### src/rtl/mdu_bridge_pkg.sv
package mdu_bridge_pkg;
  typedef enum logic [1:0] {
    TX_IDLE  = 2'd0,
    TX_START = 2'd1,
    TX_DATA  = 2'd2,
    TX_STOP  = 2'd3
  } tx_state_t;
endpackage

### src/rtl/mdu_man_decoder.sv
module mdu_man_decoder #(
  parameter int OVS = 16
) (
  input  logic clk,
  input  logic rst_n,
  input  logic line_i,
  output logic bit_valid,
  output logic bit_val,
  output logic viol
);
  localparam int CW = $clog2(2 * OVS + 1);
  localparam logic [CW-1:0] EARLY = CW'((3 * OVS) / 4);
  localparam logic [CW-1:0] LATE  = CW'((5 * OVS) / 4);
  localparam logic [CW-1:0] VIOLC = CW'((3 * OVS) / 2);

  logic [1:0]    sync_q;
  logic          prev_q;
  logic          locked;
  logic          seen;
  logic [CW-1:0] cnt;
  logic          tog;
  logic          lvl;

  assign lvl = sync_q[1];
  assign tog = sync_q[1] ^ prev_q;

  always_ff @(posedge clk or negedge rst_n) begin
    if (!rst_n) begin
      sync_q    <= '0;
      prev_q    <= 1'b0;
      locked    <= 1'b0;
      seen      <= 1'b0;
      cnt       <= '0;
      bit_valid <= 1'b0;
      bit_val   <= 1'b0;
      viol      <= 1'b0;
    end else begin
      sync_q    <= {sync_q[0], line_i};
      prev_q    <= sync_q[1];
      bit_valid <= 1'b0;
      viol      <= 1'b0;
      if (locked) begin
        if (tog && cnt >= EARLY) begin
          // mid-bit transition: its direction is the bit value
          bit_valid <= 1'b1;
          bit_val   <= lvl;
          cnt       <= '0;
        end else if (cnt == VIOLC - 1'b1) begin
          viol   <= 1'b1;
          locked <= 1'b0;
          seen   <= 1'b0;
          cnt    <= cnt + 1'b1;
        end else begin
          cnt <= cnt + 1'b1;
        end
      end else begin
        if (tog) begin
          // a full-bit spacing between transitions marks a mid-bit one
          if (seen && cnt >= EARLY && cnt <= LATE) begin
            locked    <= 1'b1;
            bit_valid <= 1'b1;
            bit_val   <= lvl;
          end
          seen <= 1'b1;
          cnt  <= '0;
        end else if (cnt != VIOLC) begin
          cnt <= cnt + 1'b1;
        end
      end
    end
  end
endmodule

### src/rtl/mdu_block_hunter.sv
module mdu_block_hunter #(
  parameter int WORD_W = 8
) (
  input  logic              clk,
  input  logic              rst_n,
  input  logic              bit_valid,
  input  logic              bit_val,
  input  logic              viol,
  input  logic [WORD_W-1:0] pattern,
  output logic              word_valid,
  output logic [WORD_W-1:0] word,
  output logic              synced
);
  localparam int BCW = (WORD_W > 1) ? $clog2(WORD_W) : 1;
  localparam logic [BCW-1:0] LASTB = BCW'(WORD_W - 1);

  logic [WORD_W-1:0] shreg;
  logic [WORD_W-1:0] sh_next;
  logic [BCW-1:0]    bcnt;

  assign sh_next = {shreg[WORD_W-2:0], bit_val};

  always_ff @(posedge clk or negedge rst_n) begin
    if (!rst_n) begin
      shreg      <= '0;
      bcnt       <= '0;
      synced     <= 1'b0;
      word_valid <= 1'b0;
      word       <= '0;
    end else begin
      word_valid <= 1'b0;
      if (viol) begin
        synced <= 1'b0;
        bcnt   <= '0;
        shreg  <= '0;
      end else if (bit_valid) begin
        shreg <= sh_next;
        if (!synced) begin
          if (sh_next == pattern) begin
            synced     <= 1'b1;
            word_valid <= 1'b1;
            word       <= sh_next;
            bcnt       <= '0;
          end
        end else if (bcnt == LASTB) begin
          word_valid <= 1'b1;
          word       <= sh_next;
          bcnt       <= '0;
        end else begin
          bcnt <= bcnt + 1'b1;
        end
      end
    end
  end
endmodule

### src/rtl/mdu_word_fifo.sv
module mdu_word_fifo #(
  parameter int W     = 8,
  parameter int DEPTH = 16
) (
  input  logic                      clk,
  input  logic                      rst_n,
  input  logic                      in_valid,
  input  logic [W-1:0]              in_data,
  output logic                      out_valid,
  input  logic                      out_ready,
  output logic [W-1:0]              out_data,
  output logic [$clog2(DEPTH):0]    count,
  output logic                      overflow
);
  localparam int AW = $clog2(DEPTH);

  logic [W-1:0] mem [DEPTH];
  logic [AW:0]  wr_ptr;
  logic [AW:0]  rd_ptr;
  logic         full;
  logic         push;
  logic         pop;

  assign full      = (wr_ptr[AW] != rd_ptr[AW]) && (wr_ptr[AW-1:0] == rd_ptr[AW-1:0]);
  assign out_valid = (wr_ptr != rd_ptr);
  assign push      = in_valid && !full;
  assign pop       = out_valid && out_ready;
  assign out_data  = mem[rd_ptr[AW-1:0]];
  assign count     = wr_ptr - rd_ptr;

  always_ff @(posedge clk) begin
    if (push) mem[wr_ptr[AW-1:0]] <= in_data;
  end

  always_ff @(posedge clk or negedge rst_n) begin
    if (!rst_n) begin
      wr_ptr   <= '0;
      rd_ptr   <= '0;
      overflow <= 1'b0;
    end else begin
      if (push) wr_ptr <= wr_ptr + 1'b1;
      if (pop)  rd_ptr <= rd_ptr + 1'b1;
      if (in_valid && full) overflow <= 1'b1;
    end
  end
endmodule

### src/rtl/mdu_uart_framer.sv
module mdu_uart_framer #(
  parameter int WORD_W   = 8,
  parameter int BAUD_DIV = 32
) (
  input  logic              clk,
  input  logic              rst_n,
  input  logic              in_valid,
  output logic              in_ready,
  input  logic [WORD_W-1:0] in_data,
  output logic              utx,
  output logic              active
);
  import mdu_bridge_pkg::*;

  localparam int DW = (BAUD_DIV > 1) ? $clog2(BAUD_DIV) : 1;
  localparam int IW = (WORD_W > 1) ? $clog2(WORD_W) : 1;
  localparam logic [DW-1:0] LASTD = DW'(BAUD_DIV - 1);
  localparam logic [IW-1:0] LASTI = IW'(WORD_W - 1);

  tx_state_t         state;
  logic [DW-1:0]     dcnt;
  logic [IW-1:0]     idx;
  logic [WORD_W-1:0] shreg;
  logic [WORD_W-1:0] rev;
  logic              cell_end;

  // bit reversal: the shifter sends its top bit first, so bit 0 lands there
  for (genvar g = 0; g < WORD_W; g++) begin : g_rev
    assign rev[g] = in_data[WORD_W-1-g];
  end

  assign in_ready = (state == TX_IDLE);
  assign active   = (state != TX_IDLE);
  assign cell_end = (dcnt == LASTD);

  always_comb begin
    case (state)
      TX_START: utx = 1'b0;
      TX_DATA:  utx = shreg[WORD_W-1];
      default:  utx = 1'b1;
    endcase
  end

  always_ff @(posedge clk or negedge rst_n) begin
    if (!rst_n) begin
      state <= TX_IDLE;
      dcnt  <= '0;
      idx   <= '0;
      shreg <= '0;
    end else begin
      case (state)
        TX_IDLE: begin
          if (in_valid) begin
            shreg <= rev;
            dcnt  <= '0;
            idx   <= '0;
            state <= TX_START;
          end
        end
        TX_START: begin
          if (cell_end) begin
            dcnt  <= '0;
            state <= TX_DATA;
          end else dcnt <= dcnt + 1'b1;
        end
        TX_DATA: begin
          if (cell_end) begin
            dcnt  <= '0;
            shreg <= {shreg[WORD_W-2:0], 1'b0};
            if (idx == LASTI) state <= TX_STOP;
            else idx <= idx + 1'b1;
          end else dcnt <= dcnt + 1'b1;
        end
        default: begin
          if (cell_end) begin
            dcnt  <= '0;
            state <= TX_IDLE;
          end else dcnt <= dcnt + 1'b1;
        end
      endcase
    end
  end
endmodule

### src/rtl/mdu_bridge.sv
module mdu_bridge #(
  parameter int OVS        = 16,
  parameter int WORD_W     = 8,
  parameter int FIFO_DEPTH = 16,
  parameter int BAUD_DIV   = 32
) (
  input  logic              clk,
  input  logic              rst_n,
  input  logic              mline,
  input  logic [WORD_W-1:0] start_pattern,
  output logic              utx,
  output logic              sync_found,
  output logic              overflow,
  output logic              busy
);
  localparam int CNTW = $clog2(FIFO_DEPTH) + 1;

  logic              dec_bit_valid;
  logic              dec_bit_val;
  logic              dec_viol;
  logic              word_valid;
  logic [WORD_W-1:0] word;
  logic              q_valid;
  logic              q_ready;
  logic [WORD_W-1:0] q_data;
  logic [CNTW-1:0]   q_count;
  logic              tx_active;

  mdu_man_decoder #(.OVS(OVS)) u_dec (
    .clk(clk), .rst_n(rst_n), .line_i(mline),
    .bit_valid(dec_bit_valid), .bit_val(dec_bit_val), .viol(dec_viol)
  );

  mdu_block_hunter #(.WORD_W(WORD_W)) u_hunt (
    .clk(clk), .rst_n(rst_n),
    .bit_valid(dec_bit_valid), .bit_val(dec_bit_val), .viol(dec_viol),
    .pattern(start_pattern),
    .word_valid(word_valid), .word(word), .synced(sync_found)
  );

  mdu_word_fifo #(.W(WORD_W), .DEPTH(FIFO_DEPTH)) u_fifo (
    .clk(clk), .rst_n(rst_n),
    .in_valid(word_valid), .in_data(word),
    .out_valid(q_valid), .out_ready(q_ready), .out_data(q_data),
    .count(q_count), .overflow(overflow)
  );

  mdu_uart_framer #(.WORD_W(WORD_W), .BAUD_DIV(BAUD_DIV)) u_tx (
    .clk(clk), .rst_n(rst_n),
    .in_valid(q_valid), .in_ready(q_ready), .in_data(q_data),
    .utx(utx), .active(tx_active)
  );

  assign busy = q_valid | tx_active;
endmodule

### config.mk
export PLATFORM = sky130hd
export DESIGN_NAME = mdu_bridge
export DESIGN_NICKNAME = d
export VERILOG_FILES = /design/src/rtl/mdu_bridge_pkg.sv /design/src/rtl/mdu_man_decoder.sv /design/src/rtl/mdu_block_hunter.sv /design/src/rtl/mdu_word_fifo.sv /design/src/rtl/mdu_uart_framer.sv /design/src/rtl/mdu_bridge.sv
export SDC_FILE = /design/constraint.sdc
export NUM_CORES = 1
export LEC_CHECK = 0
export BUFFER_PORTS_ARGS = -buffer_cell sky130_fd_sc_hd__buf_2
export CELL_PAD_IN_SITES_DETAIL_PLACEMENT = 0
export CELL_PAD_IN_SITES_GLOBAL_PLACEMENT = 1
export CORE_MARGIN = 2
export CORE_UTILIZATION = 50
export CTS_BUF_LIST = sky130_fd_sc_hd__clkbuf_16
export DETAILED_ROUTE_END_ITERATION = 10
export PLACE_DENSITY_LB_ADDON = 0.1
export SYNTH_ARGS = -nofsm -noshare
export SYNTH_HDL_FRONTEND = slang
export SYNTH_SLANG_ARGS = --single-unit
### constraint.sdc
create_clock -name clk -period 2.85 [get_ports clk]
set_input_delay 0.57 -clock clk [delete_from_list [all_inputs] [get_ports clk]]
set_output_delay 0.57 -clock clk [all_outputs]
set_load 0.01 [all_outputs]
# Word level (Yosys, flattened, before mapping)
# Memory sizes are Yosys's and may differ from the RTL's.
# Index checks and enable logic that the tools add are counted.
[classes]
addsub = 6
order_cmp = 2
n_eq_ne = 20
n_mux = 59
bitwise_logic = 3
reduce_logical = 25
[ops]
columns = ["op", "count"]
rows = [
  ["$mux W8", 5],
  ["$mux W1", 28],
  ["$mux W3", 8],
  ["$mux W6", 4],
  ["$pmux W8 S2", 1],
  ["$add A5 B1 Y5 const B", 3],
  ["$mux W5", 3],
  ["$mux W7", 2],
  ["$reduce_bool A2 Y1", 7],
  ["$ne A2 B2 Y1 const B", 6],
  ["$mux W2", 5],
  ["$reduce_and A3 Y1", 3],
  ["$eq A8 B8 Y1", 1],
  ["$reduce_and A4 Y1", 2],
  ["$logic_and A1 B1 Y1", 7],
  ["$add A3 B1 Y3 const B", 2],
  ["$add A6 B1 Y6 const B", 1],
  ["$eq A3 B3 Y1 const B", 2],
  ["$eq A6 B5 Y1 const B", 1],
  ["$ge A6 B4 Y1 const B", 1],
  ["$le A6 B5 Y1 const B", 1],
  ["$ne A2 B1 Y1 const B", 3],
  ["$ne A6 B5 Y1 const B", 1],
  ["$pmux W2 S3", 1],
  ["other kinds (16)", 17],
]
[totals]
regBits = 63
mem_bits_rw = 128
out_inout_bits = 4
mem_count = 1
[memory_table]
columns = ["name", "depth", "width", "rd", "rd_clocked_by_memory_dff", "wr", "line", "source"]
rows = [
  ["u_fifo.mem", 16, 8, 1, 0, 1, "mdu_word_fifo.sv:17", "logic [W-1:0] mem [DEPTH];"],
]

# Logic depth before layout (Yosys ltp)
# Gate-level depths: netlist of run 1.
[depth]
depth_word = 6
mapped_depth = 9
mapped_depth_nobuf = 8

# By module
# From an unflattened synthesis of run 1, not the netlist that was laid out.
[unflattened]
hier_cells = 593
area_unflattened_um2 = 8627.0
[by_module_without_submodules]
columns = ["mod", "instances", "cells_each", "area_per_inst_um2", "seq_area_each_um2"]
rows = [
  ["mdu_word_fifo", 1, 300, 5694.2, 4119.0],
  ["mdu_block_hunter", 1, 136, 1256.2, 500.5],
  ["mdu_uart_framer", 1, 91, 978.4, 450.4],
  ["mdu_man_decoder", 1, 65, 691.9, 350.3],
  ["mdu_bridge", 1, 1, 6.3, 0.0],
]

# Least setup slack after synthesis of run 1
# OpenSTA, ideal clock, no wires.
[synth_timing]
path_type = "register to register"
startpoint = "register u_fifo.rd_ptr[3]"
endpoint = "memory u_fifo.mem[5][0] (enable)"
setup_ns = 0.385
arrival_ns = 2.017
required_time_ns = 2.465
setup_slack_ns = 0.448
path_stages_with_launch = 8
path_buffers = 2
path_cell_list = "dfrtp_1 > buf_2 > xnor2_1 > and4_1 > a21boi_0 > buf_2 > nand2_1 > nor3b_1"
[synth_via]
elab_chain_cells = 6
[synth_rtl]
columns = ["element", "line", "source"]
rows = [
  ["from (decl)", "mdu_word_fifo.sv:19", "logic [AW:0] rd_ptr;"],
  ["from (signal assigned)", "mdu_word_fifo.sv:42", "if (pop) rd_ptr <= rd_ptr + 1'b1;"],
  ["$eq A4 B4 Y1", "mdu_word_fifo.sv:24", "assign full = (wr_ptr[AW] != rd_ptr[AW]) && (wr_ptr[AW-1:0] == rd_ptr[AW-1:0]);"],
  ["$logic_and A1 B1 Y1", "mdu_word_fifo.sv:24", ""],
  ["$logic_not A1 Y1", "mdu_word_fifo.sv:26", "assign push = in_valid && !full;"],
  ["$logic_and A1 B1 Y1", "mdu_word_fifo.sv:26", ""],
  ["$mux W1", "mdu_word_fifo.sv:32", "if (push) mem[wr_ptr[AW-1:0]] <= in_data;"],
  ["$mux W1 (not written as such)", "mdu_word_fifo.sv:32", ""],
  ["to (decl)", "mdu_word_fifo.sv:17", ""],
]
# No other way between the ends.

# Worst setup path in the final report of run 1
[layout_timing]
startpoint = "register u_fifo.wr_ptr[2]"
endpoint = "output busy"
[layout_via]
elab_chain_cells = 2
[layout_rtl]
columns = ["element", "line", "source"]
rows = [
  ["from (decl)", "mdu_word_fifo.sv:18", "logic [AW:0] wr_ptr;"],
  ["from (signal assigned)", "mdu_word_fifo.sv:41", "if (push) wr_ptr <= wr_ptr + 1'b1;"],
  ["$ne A5 B5 Y1", "mdu_word_fifo.sv:25", "assign out_valid = (wr_ptr != rd_ptr);"],
  ["$or A1 B1 Y1", "mdu_bridge.sv:54", "assign busy = q_valid | tx_active;"],
  ["to (decl)", "mdu_bridge.sv:14", "output logic busy"],
]
# No other way between the ends.

==> key figures, run 1 <==
STA
  • Setup-failing EPs final: 0
  • Slew margin rel.: 45.78%
  • RSZ-0062 raised after global routing: no
  • Min Hold Slack: 0.2283 ns
  • TNS Setup: 0 ns
  • Achievable Freq: 407.4 MHz
  • Tcrit/Tclk final: 86.12%
  • Period minus WS final: 2.454 ns
  • Max-slew violations: 0
  • Fin. Hold Viols: 0
  • Fin Clk Skew: 0.01183 ns
  • Actual slew at the worst max-slew pin: 0.8132 ns

Routing
  • Drt pass-1 iters: 5
  • Via Count: 4291
  • Vias per cell: 5.653
  • # DRC: 0
  • Routed Antenna Nets: 0
  • Drt initial violations: 287
  • Final wirelength: 15810 um
  • Drt wl/cell: 20.84 um

Setup path
  • Slowest cell on crit path: dfrtp_1
  • Critical path capture point type: output port
  • Worst Path Required: 2.28 ns
  • Crit Path Class: register to output port
  • WP data arrival: 1.88 ns
  • Critical path startpoint category: register
  • CP cell instances: xnor2_1, nand4_1, nor2_1, buf_4, inv_1, buf_2
  • Critical path fanouts, max: 9
  • Largest stage delay on the critical path: 0.48 ns

Floorplan
  • Initial core utilization: 50.97%
  • # IOs: 15
  • Die W: 131.0 um
  • Die H: 131.0 um
  • Die area: 0.01717 mm^2
  • Site row count: 46
  • Core Area: 0.01583 mm^2

Final layout
  • Layout cells sized above 1: 19.34%
  • Final Core Density: 56.84%
  • Antenna Cells: 0
  • Final net count: 558
  • Area Overhead vs Synth: 11.51%
  • Finished Layout Cells: 759

Power
  • Power Density: 841.3 mW/mm^2
  • Design Power: 0.007568 W
  • Peak supply drop: 476.4 uV
  • Lkg Pwr: 3.343 nW

Yosys
  • Synth async-reset ratio: 32.98%
  • Avg Cell Area, Syn: 15.91 um^2
  • #FFs+latches synth: 191
  • Top FF cell, synth: edfxtp_1
  • Synth cell types: 53
  • Post-synthesis sequential area ratio: 67.18%
  • Syn Inst Count: 507
  • Syn_nets: 535
  • Post-synth EDFFs: 128
  • Synth warn: 0
  • Mapped Area: 0.008068 mm^2

Clock network
  • CTS root buffer: clkbuf_16
  • TritonCTS Sinks: 191
  • CTS tree: done
  • Cts repair resizes: 0
  • Num CTS Buffers: 17
  • Post-CTS Hold Buffers: 0
  • Clock transition at path regs: 0.07 ns
  • Clk_lat worst skew: 0.43 ns
  • CTS H-tree depth: 4
  • Clock Tree Buf Depth: 2
  • Postcts setup bufs: 0

Outcome
  • Status: completed

Placed design
  • Routability cong.: 0.7644
  • Post-DP HPWL: 10620 um
  • Port buffer count: 14
  • Placed insts: 727

Hold path
  • Hold Path Class: primary input to async pin

Global routing
  • First-pass GRT wire length: 25330 um
  • GR Util All Layers: 20.53%
  • GRT overflow: 0
  • Largest net degree at the start of global routing: 40
  • Antenna violations before repair: 0
  • Vias in the first global route: 4410

Flow run
  • Max Cap Viol: 0
## kinds of logic (layout without fill, tap and decap cells)
| family | after synthesis | after routing | share of synthesized area, % |
|---|---|---|---|
| flip-flops | 191 | 191 | 67.18 |
| adder cells (fa/ha/maj) | 17 | 17 | 2.636 |
| XOR/XNOR | 28 | 28 | 3.040 |
| buffers and inverters | 42 | 78 | 2.295 |
| multiplexers | 67 | 67 | 12.42 |
| AND/OR/NAND/NOR | 94 | 94 | 6.514 |
| AO/OA/AOI/OAI | 68 | 68 | 5.909 |
## placed cells by master, fill, tap and decap left out, types with 3 or more instances in the layout
cell type,n
edfxtp_1,128
dfrtp_1,62
mux2i_1,24
nor2_1,22
mux4_2,22
clkbuf_16,20
inv_1,19
nand2_1,18
ha_1,17
xnor2_1,15
buf_2,14
xor2_1,13
o21ai_0,13
mux2_2,13
a21oi_1,12
buf_4,11
nand3_1,9
nor2b_1,8
mux2_4,8
nand4_1,6
o221ai_1,6
a22oi_1,6
a2bb2oi_1,6
and3_1,5
and4_1,5
nor3b_1,5
and3b_1,5
o22ai_1,3
a31oi_1,3
a22o_1,3
clkinv_4,3
## final cells by class
class                           count  area [um^2]
Fill cell                        1246         6832
Sequential cell                   191         5421
Multi-Input combinational cell    274         2462
Clock buffer                       20        500.5
Tap cell                          216        270.3
Timing Repair Buffer               27        192.7
Clock inverter                     12        77.57
Inverter                           19        71.32
## final timing paths
check / start / to / slack [ns] / cells past startpoint
max in group asynchronous: rst_n / u_dec.cnt[2] / 1.97 / 2
worst min-delay path: rst_n / u_tx.shreg[3] / 0.23 / 1
worst max register to register: u_fifo.wr_ptr[2] / u_fifo.mem[8][4] / 0.51 / 6
worst min register to register: u_dec.sync_q[0] / u_dec.sync_q[1] / 0.35 / 0
worst max-delay path: u_fifo.wr_ptr[2] / busy / 0.40 / 6
min in group clk: mline / u_dec.sync_q[0] / 0.25 / 1
## through the flow
stage | instance area, um^2 | setup slack [ns]
2_1_floorplan | 8068 | 0.4479
3_3_place_gp | 8418 | 0.4558
3_5_place_dp | 8418 | 0.4263
4_1_cts | 8996 | 0.3609
5_1_grt | 8996 | 0.2231
6_report | 8996 | 0.3956
## registers in the layout, summed over array words and instances (netlist names), 5 cells and up
| signal | flops |
|---|---|
| u_dec.cnt | 6 |
| u_fifo.mem | 128 |
| u_fifo.rd_ptr | 5 |
| u_fifo.wr_ptr | 5 |
| u_hunt.shreg | 7 |
| u_hunt.word | 8 |
| u_tx.dcnt | 5 |
| u_tx.shreg | 8 |
## critical path: cells and delay by family (launching register included)
kind | cells | cell delay (ns)
DFF | 1 | 0.48
and+or+nand+nor | 2 | 0.38
buffers and inverters | 3 | 0.38
xor gates and xnor gates | 1 | 0.22
## cells in the mapped netlist (3+ instances only)
cell type  number  area, um^2
ha_1           17       212.7
dfrtp_1        63        1577
edfxtp_1      128        3844
o22ai_1         3       18.77
nand2_1        18       67.56
and3b_1         5       43.79
o21ai_0        13       65.06
a22o_1          3       26.28
a21oi_1        12       60.06
and4_1          5       43.79
o221ai_1        6       52.55
buf_2           7       35.03
nor2b_1         8       50.05
buf_4           3       22.52
clkbuf_1        9       33.78
nand3_1         9       45.04
a31oi_1         3       18.77
nor3b_1         5       37.54
mux2_4          8       120.1
mux2_2         13       146.4
and3_1          5       31.28
a22oi_1         6       45.04
a2bb2oi_1       6       52.55
nand4_1         6       37.54
mux2i_1        24       240.2
xor2_1         13       113.9
nor2_1         22       82.58
inv_1          18       67.56
mux4_2         22       495.5
buf_1           3       11.26
xnor2_1        15       131.4
## layer usage
metal	up-vias	part of all wire, %	track usage [%]
li1	1989	-	-
met1	2195	43	28.06
met2	95	51	32.92
met3	12	4.3	3.787
met4	0	1.3	8.323
met5	-	0	0
## power breakdown
group	internal (W)	switching (W)
logic	0.000916	0.00114
registers	0.00311	0.000128
clock network	0.00127	0.00100
(Power assumes the default switching activity.)
==> run 2: changes to the inputs <==
Settings changed: ABC_AREA set to 1, SKIP_CTS_REPAIR_TIMING set to 1.
==> run 2 against run 1 <==
  * Register-to-register slack worse by 0.16 ns
  * Critical path type unchanged
  * Global-route usage rose by 1.6 points
  * Hold slack worse by 0.013 ns
  * Final cell count up 41%
  * Design area is 3.0% higher
  * Worst setup slack got worse by 0.099 ns
  * Critical endpoint unchanged
==> key figures, run 2 <==
Placed design
  • Routability cong.: 0.9177
  • Post-DP HPWL: 12570 um
  • DP Area: 0.008631 mm^2
  • Port buffer count: 14

Setup path
  • Crit Path Class: register to output port
  • Critical path fanouts, max: 14
  • Critical path capture point type: output port
  • R2r startpoint: u_fifo.rd_ptr[2]
  • CP most frequent cell: nand2_1
  • Slowest cell on crit path: dfrtp_1
  • Largest stage delay on the critical path: 0.59 ns
  • Crit Reg-Reg Endpoint: u_fifo.mem[14][4]
  • R2R setup slack: 0.35 ns
  • Worst Path Required: 2.28 ns
  • Critical path startpoint category: register
  • WP data arrival: 1.98 ns
  • Reg2Reg Depth: 9
  • CP cell instances: inv_2, nand2_1, nand2_1, nor2_2, nand4_4, buf_2

Clock network
  • Clk_lat worst skew: 0.43 ns
  • Clock transition at path regs: 0.07 ns
  • Clock Tree Buf Depth: 2
  • TritonCTS Sinks: 191
  • CTS H-tree depth: 4
  • Num CTS Buffers: 17
  • CTS tree: done
  • CTS root buffer: clkbuf_16

STA
  • Fin Clk Skew: 0.008070 ns
  • Actual slew at the worst max-slew pin: 0.8454 ns
  • Slew margin rel.: 43.64%
  • Max-slew violations: 0
  • Tcrit/Tclk final: 89.61%
  • Min Hold Slack: 0.2156 ns
  • Period minus WS final: 2.554 ns
  • Achievable Freq: 391.6 MHz
  • TNS Setup: 0 ns
  • Fin. Hold Viols: 0
  • RSZ-0062 raised after global routing: no
  • Setup-failing EPs final: 0

Hold path
  • Hold Path Class: primary input to async pin

Yosys
  • Synth warn: 0
  • Leading area contributor after synthesis: edfxtp_1
  • Synth cell types: 33
  • Synth area leaders: edfxtp_1, dfrtp_1, nand2_1
  • Syn_nets: 850
  • Post-synthesis sequential area ratio: 64.90%
  • Mapped Area: 0.008352 mm^2
  • Synth async-reset ratio: 32.98%
  • Syn Inst Count: 822
  • Avg Cell Area, Syn: 10.16 um^2
  • Synth top cells by count: nand2_1, nor2_1, edfxtp_1
  • Synth top area share: 46.02%
  • #FFs+latches synth: 191
  • Post-synth EDFFs: 128
  • Count leader, synth: nand2_1
  • Top FF cell, synth: edfxtp_1

Final layout
  • Final Core Density: 56.27%
  • Commonest non-fill, non-tap cell in the layout: nand2_1
  • Final net count: 863
  • Antenna Cells: 0
  • Final non-filler cell area: 0.009265 mm^2
  • Area Overhead vs Synth: 10.94%
  • Most frequent cells in the layout: nand2_1, nor2_1, edfxtp_1, o21ai_0, nand3_1
  • Layout cells sized above 1: 8.491%
  • Max reg flops: 128

Routing
  • Routed Antenna Nets: 0
  • Via Count: 5715
  • Final wirelength: 18750 um
  • Drt initial violations: 387
  • # DRC: 0
  • Drt pass-1 iters: 4
  • Vias per cell: 5.351
  • Drt wl/cell: 17.55 um

Flow run
  • Max Cap Viol: 0

Global routing
  • First-pass GRT wire length: 29280 um
  • Largest net degree at the start of global routing: 66
  • GR Util All Layers: 22.11%
  • GRT overflow: 0
  • Antenna violations before repair: 0
  • Vias in the first global route: 5718

Power
  • Peak supply drop: 447.8 uV
  • Power Density: 888.2 mW/mm^2
  • Lkg Pwr: 3.731 nW

Floorplan
  • Initial core utilization: 50.72%
  • Die area: 0.01775 mm^2
  • Die W: 133.2 um
  • Core Area: 0.01647 mm^2
  • Site row count: 47
  • # IOs: 15
  • Die H: 133.2 um

Outcome
  • Status: completed
==> run 2: cell types whose count changed in the layout (fill, tap and decap cells not counted), sizes merged, moves of 6 or more <==
| cell | change |
|---|---|
| inv | +28 |
| nor2 | +131 |
| o21ai | +61 |
| a22oi | -6 |
| nor2b | -8 |
| xnor2 | -9 |
| nand2 | +175 |
| mux2i | -24 |
| a2bb2oi | -6 |
| nand3 | +59 |
| mux4 | -22 |
| mux2 | -21 |
==> run 2: how the worst max path moves through the flow <==
stage,startpoint,depth (start not counted),slack [ns],to
6_report,u_fifo.rd_ptr[2],6,0.30,busy
5_1_grt,u_fifo.rd_ptr[2],9,0.09,u_fifo.mem[14][1]
4_1_cts,u_fifo.rd_ptr[2],6,0.25,busy
3_5_place_dp,u_fifo.rd_ptr[2],9,0.32,u_fifo.mem[14][0]
3_3_place_gp,u_fifo.rd_ptr[2],9,0.41,u_fifo.mem[14][7]
2_1_floorplan,u_fifo.rd_ptr[4],6,0.92,u_fifo.mem[12][0]
==> run 2: area by class of cell <==
cell class | count | area (um^2)
inverter | 48 | 180.2
timing repair buffer | 22 | 142.6
tap | 220 | 275.3
sequential | 191 | 5421
multi-input combinational | 555 | 2611
fill | 1395 | 7201
clock inverter | 15 | 209.0
clock buffer | 17 | 425.4
==> run 2: critical path: cells and delay by family (launching register included) <==
kind                   cells  cell delay, ns
buffers and inverters      2            0.37
flip-flops                 1            0.59
AND/OR/NAND/NOR            4            0.59
==> run 2: kinds of logic (layout without fill, tap and decap cells) <==
| kind of cell | count (synthesis) | count (layout) | share of synthesized area, % |
|---|---|---|---|
| fa+ha+maj | 17 | 17 | 2.547 |
| compound gates | 91 | 91 | 5.603 |
| xor+xnor | 15 | 15 | 1.573 |
| simple gates | 432 | 432 | 21.54 |
| flops | 191 | 191 | 64.90 |
| buf+inv | 76 | 102 | 3.835 |
==> run 2: stage by stage <==
stage | setup WS [ns] | total power, W | instances
after floorplan | 0.9193 | 0.005123 | 822
after global placement | 0.4069 | 0.005703 | 1036
after detailed placement | 0.3190 | 0.005760 | 1036
after CTS | 0.2549 | 0.008273 | 1068
after global routing | 0.09390 | 0.008727 | 1068
final | 0.2961 | 0.008229 | 1068
==> run 2: power breakdown <==
part / internal (W) / switching, W
Sequential: 0.00311 / 0.000155
Combinational: 0.000760 / 0.00169
Clock: 0.00148 / 0.00103
==> run 2: metal layers <==
metal	vias up	global-route usage [%]	share of wire [%]
met5	-	0	0
met3	28	3.881	3.3
li1	2777	-	-
met1	2796	26.71	43
met2	114	39.89	51
met4	0	7.861	2.3
==> run 3: changes to the inputs <==
Settings changed: CORE_MARGIN 2 to not set, REMOVE_ABC_BUFFERS set to 1.
==> run 3 against run 2 <==
  * Critical path depth unchanged
  * Clock-buffer cell count up 2
  * Highest routed layer unchanged
  * Global-route usage up 0.55 points
  * Combinational power down 2%
  * Sequential cell count unchanged
  * Die area down 3.0%
  * Design area down 0.50%
  * Hold slack worse by 0.093 ns
  * Power down 2.0%
  * Non-clock buffer count down 2
  * First-iteration DRC count down 1.0%
  * Register-to-register slack worse by 0.07 ns
==> key figures, run 3 (synthesis gave the netlist of run 2 again) <==
Outcome
  • Status: completed

Final layout
  • Commonest non-fill, non-tap cell in the layout: nand2_1
  • Final net count: 861
  • Max reg flops: 128
  • Most frequent cells in the layout: nand2_1, nor2_1, edfxtp_1, o21ai_0, nand3_1
  • Antenna Cells: 0
  • Area Overhead vs Synth: 10.38%
  • Layout fillers: 1367
  • Final Core Density: 57.21%
  • Layout cells sized above 1: 8.038%

Setup path
  • Critical path capture point type: output port
  • Worst Path Required: 2.28 ns
  • Largest stage delay on the critical path: 0.61 ns
  • R2r startpoint: u_fifo.rd_ptr[2]
  • Crit Reg-Reg Endpoint: u_fifo.mem[6][4]
  • Reg2Reg Depth: 9
  • R2R setup slack: 0.28 ns
  • Critical path fanouts, max: 14
  • Slowest cell on crit path: dfrtp_1
  • WP data arrival: 2.04 ns
  • Critical path startpoint category: register
  • Crit Path Class: register to output port
  • CP cell instances: inv_2, nand2_1, nand2_1, nor2_2, nand4_4, buf_2
  • CP most frequent cell: nand2_1

STA
  • Actual slew at the worst max-slew pin: 0.8330 ns
  • Max-slew violations: 0
  • RSZ-0062 raised after global routing: no
  • Tcrit/Tclk final: 91.59%
  • Fin. Hold Viols: 0
  • Slew margin rel.: 44.47%
  • Fin Clk Skew: 0.008701 ns
  • Achievable Freq: 383.1 MHz
  • Setup-failing EPs final: 0
  • Period minus WS final: 2.610 ns

Global routing
  • Met1 global-route usage: 28.06%
  • GRT overflow: 0
  • First-pass GRT wire length: 29250 um
  • GRT busiest layer: met2
  • M3 GR Usage: 4.360%
  • Vias in the first global route: 5593
  • Antenna violations before repair: 0
  • GR Util All Layers: 22.67%
  • Largest net degree at the start of global routing: 67
  • Global Route met2 Usage: 39.27%

Placed design
  • Port buffer count: 14
  • Routability cong.: 0.9131
  • Post-DP HPWL: 12360 um

Power
  • Power share of the clock group: 29.7%
  • Pint: 0.005251 W
  • Lkg Pwr: 3.722 nW
  • Peak supply drop: 467.8 uV
  • Power share of the combinational group: 29.6%
  • Sw Pwr: 0.002813 W
  • Power Density: 874.8 mW/mm^2
  • Sequential Power Share: 40.7%
  • Switching Fraction: 34.89%
  • Design Power: 0.008064 W

Clock network
  • Num CTS Buffers: 17
  • TritonCTS Sinks: 191
  • Clock Tree Buf Depth: 2
  • CTS root buffer: clkbuf_16
  • Clock transition at path regs: 0.07 ns
  • Clk_lat worst skew: 0.43 ns
  • CTS tree: done
  • CTS H-tree depth: 4

Routing
  • Routed Antenna Nets: 0
  • Via Count: 5641
  • Vias per cell: 5.312
  • Final wirelength: 18380 um
  • Drt initial violations: 383
  • # DRC: 0
  • Drt pass-1 iters: 6
  • Drt wl/cell: 17.31 um

Floorplan
  • Die H: 131.2 um
  • Core Area: 0.01612 mm^2
  • Die area: 0.01722 mm^2
  • # IOs: 15
  • Die W: 131.2 um
  • Site row count: 46
  • Initial core utilization: 51.82%

Flow run
  • Max Cap Viol: 0

Hold path
  • Hold Path Class: primary input to async pin
[run 3: cell count changes in the layout (fill, tap and decap cells not counted)]
cell / previous run / this run
clkinv_2: 0 / 2
clkinv_4: 1 / 2
inv_6: 4 / 1
clkinvlp_4: 4 / 1
buf_4: 7 / 5
clkinv_1: 1 / 3
inv_4: 0 / 1
bufinv_16: 4 / 2
clkbuf_16: 17 / 19
[run 3: critical path, delay by kind of cell (launching register included)]
family / cells / cell delay (ns)
simple gates: 4 / 0.61
buf+inv: 2 / 0.38
flops: 1 / 0.61
[run 3: per-layer routing]
layer | wire length (um) | vias to the layer above | part of all wire [%]
li1 | - | 2770 | -
met2 | 9417 | 122 | 51
met1 | 7826 | 2720 | 43
met3 | 739 | 29 | 4.0
met4 | 397 | 0 | 2.2
met5 | 0 | - | 0
[run 3: worst max-delay path by stage]
stage / start / endpoint / slack [ns] / cells past startpoint
after floorplan: u_fifo.rd_ptr[0] / u_fifo.mem[4][0] / -0.28 / 9
after global placement: u_fifo.rd_ptr[2] / u_fifo.mem[8][0] / 0.44 / 9
after detailed placement: u_fifo.rd_ptr[2] / u_fifo.mem[6][1] / 0.32 / 9
after CTS: u_fifo.rd_ptr[2] / busy / 0.22 / 6
after global routing: u_fifo.rd_ptr[2] / u_fifo.mem[4][2] / 0.08 / 9
final: u_fifo.rd_ptr[2] / busy / 0.24 / 6
[run 3: per-stage QoR]
step	area, um^2	instances	TNS [ns]	worst slack [ns]	hold WS [ns]
global route	9219	1062	0	0.07899	0.1612
global placement	8611	1030	0	0.4416	0.3389
CTS	9219	1062	0	0.2245	0.1632
floorplan	8212	794	-34.66	-0.2800	0.2744
finish	9219	1062	0	0.2398	0.1227
detailed placement	8611	1030	0	0.3169	0.3550
[run 3: layout make-up]
class	instances	area [um^2]	share of cell area, %
clock buffers	19	475.5	5.157
clock inverters	13	132.6	1.439
well taps	216	270.3	2.932
repair buffers	20	127.6	1.384
multi-input cells	555	2611	28.33
flip-flops and latches	191	5421	58.81
inverters	48	180.2	1.954
[run 3: power groups by stage]
stage,combinational (W),clock [W],sequential (W)
finish,0.00239,0.00240,0.00328
detailed placement,0.00239,0,0.00334
global route,0.00272,0.00256,0.00331
CTS,0.00240,0.00244,0.00328
floorplan,0.00155,0,0.00341
global placement,0.00234,0,0.00332
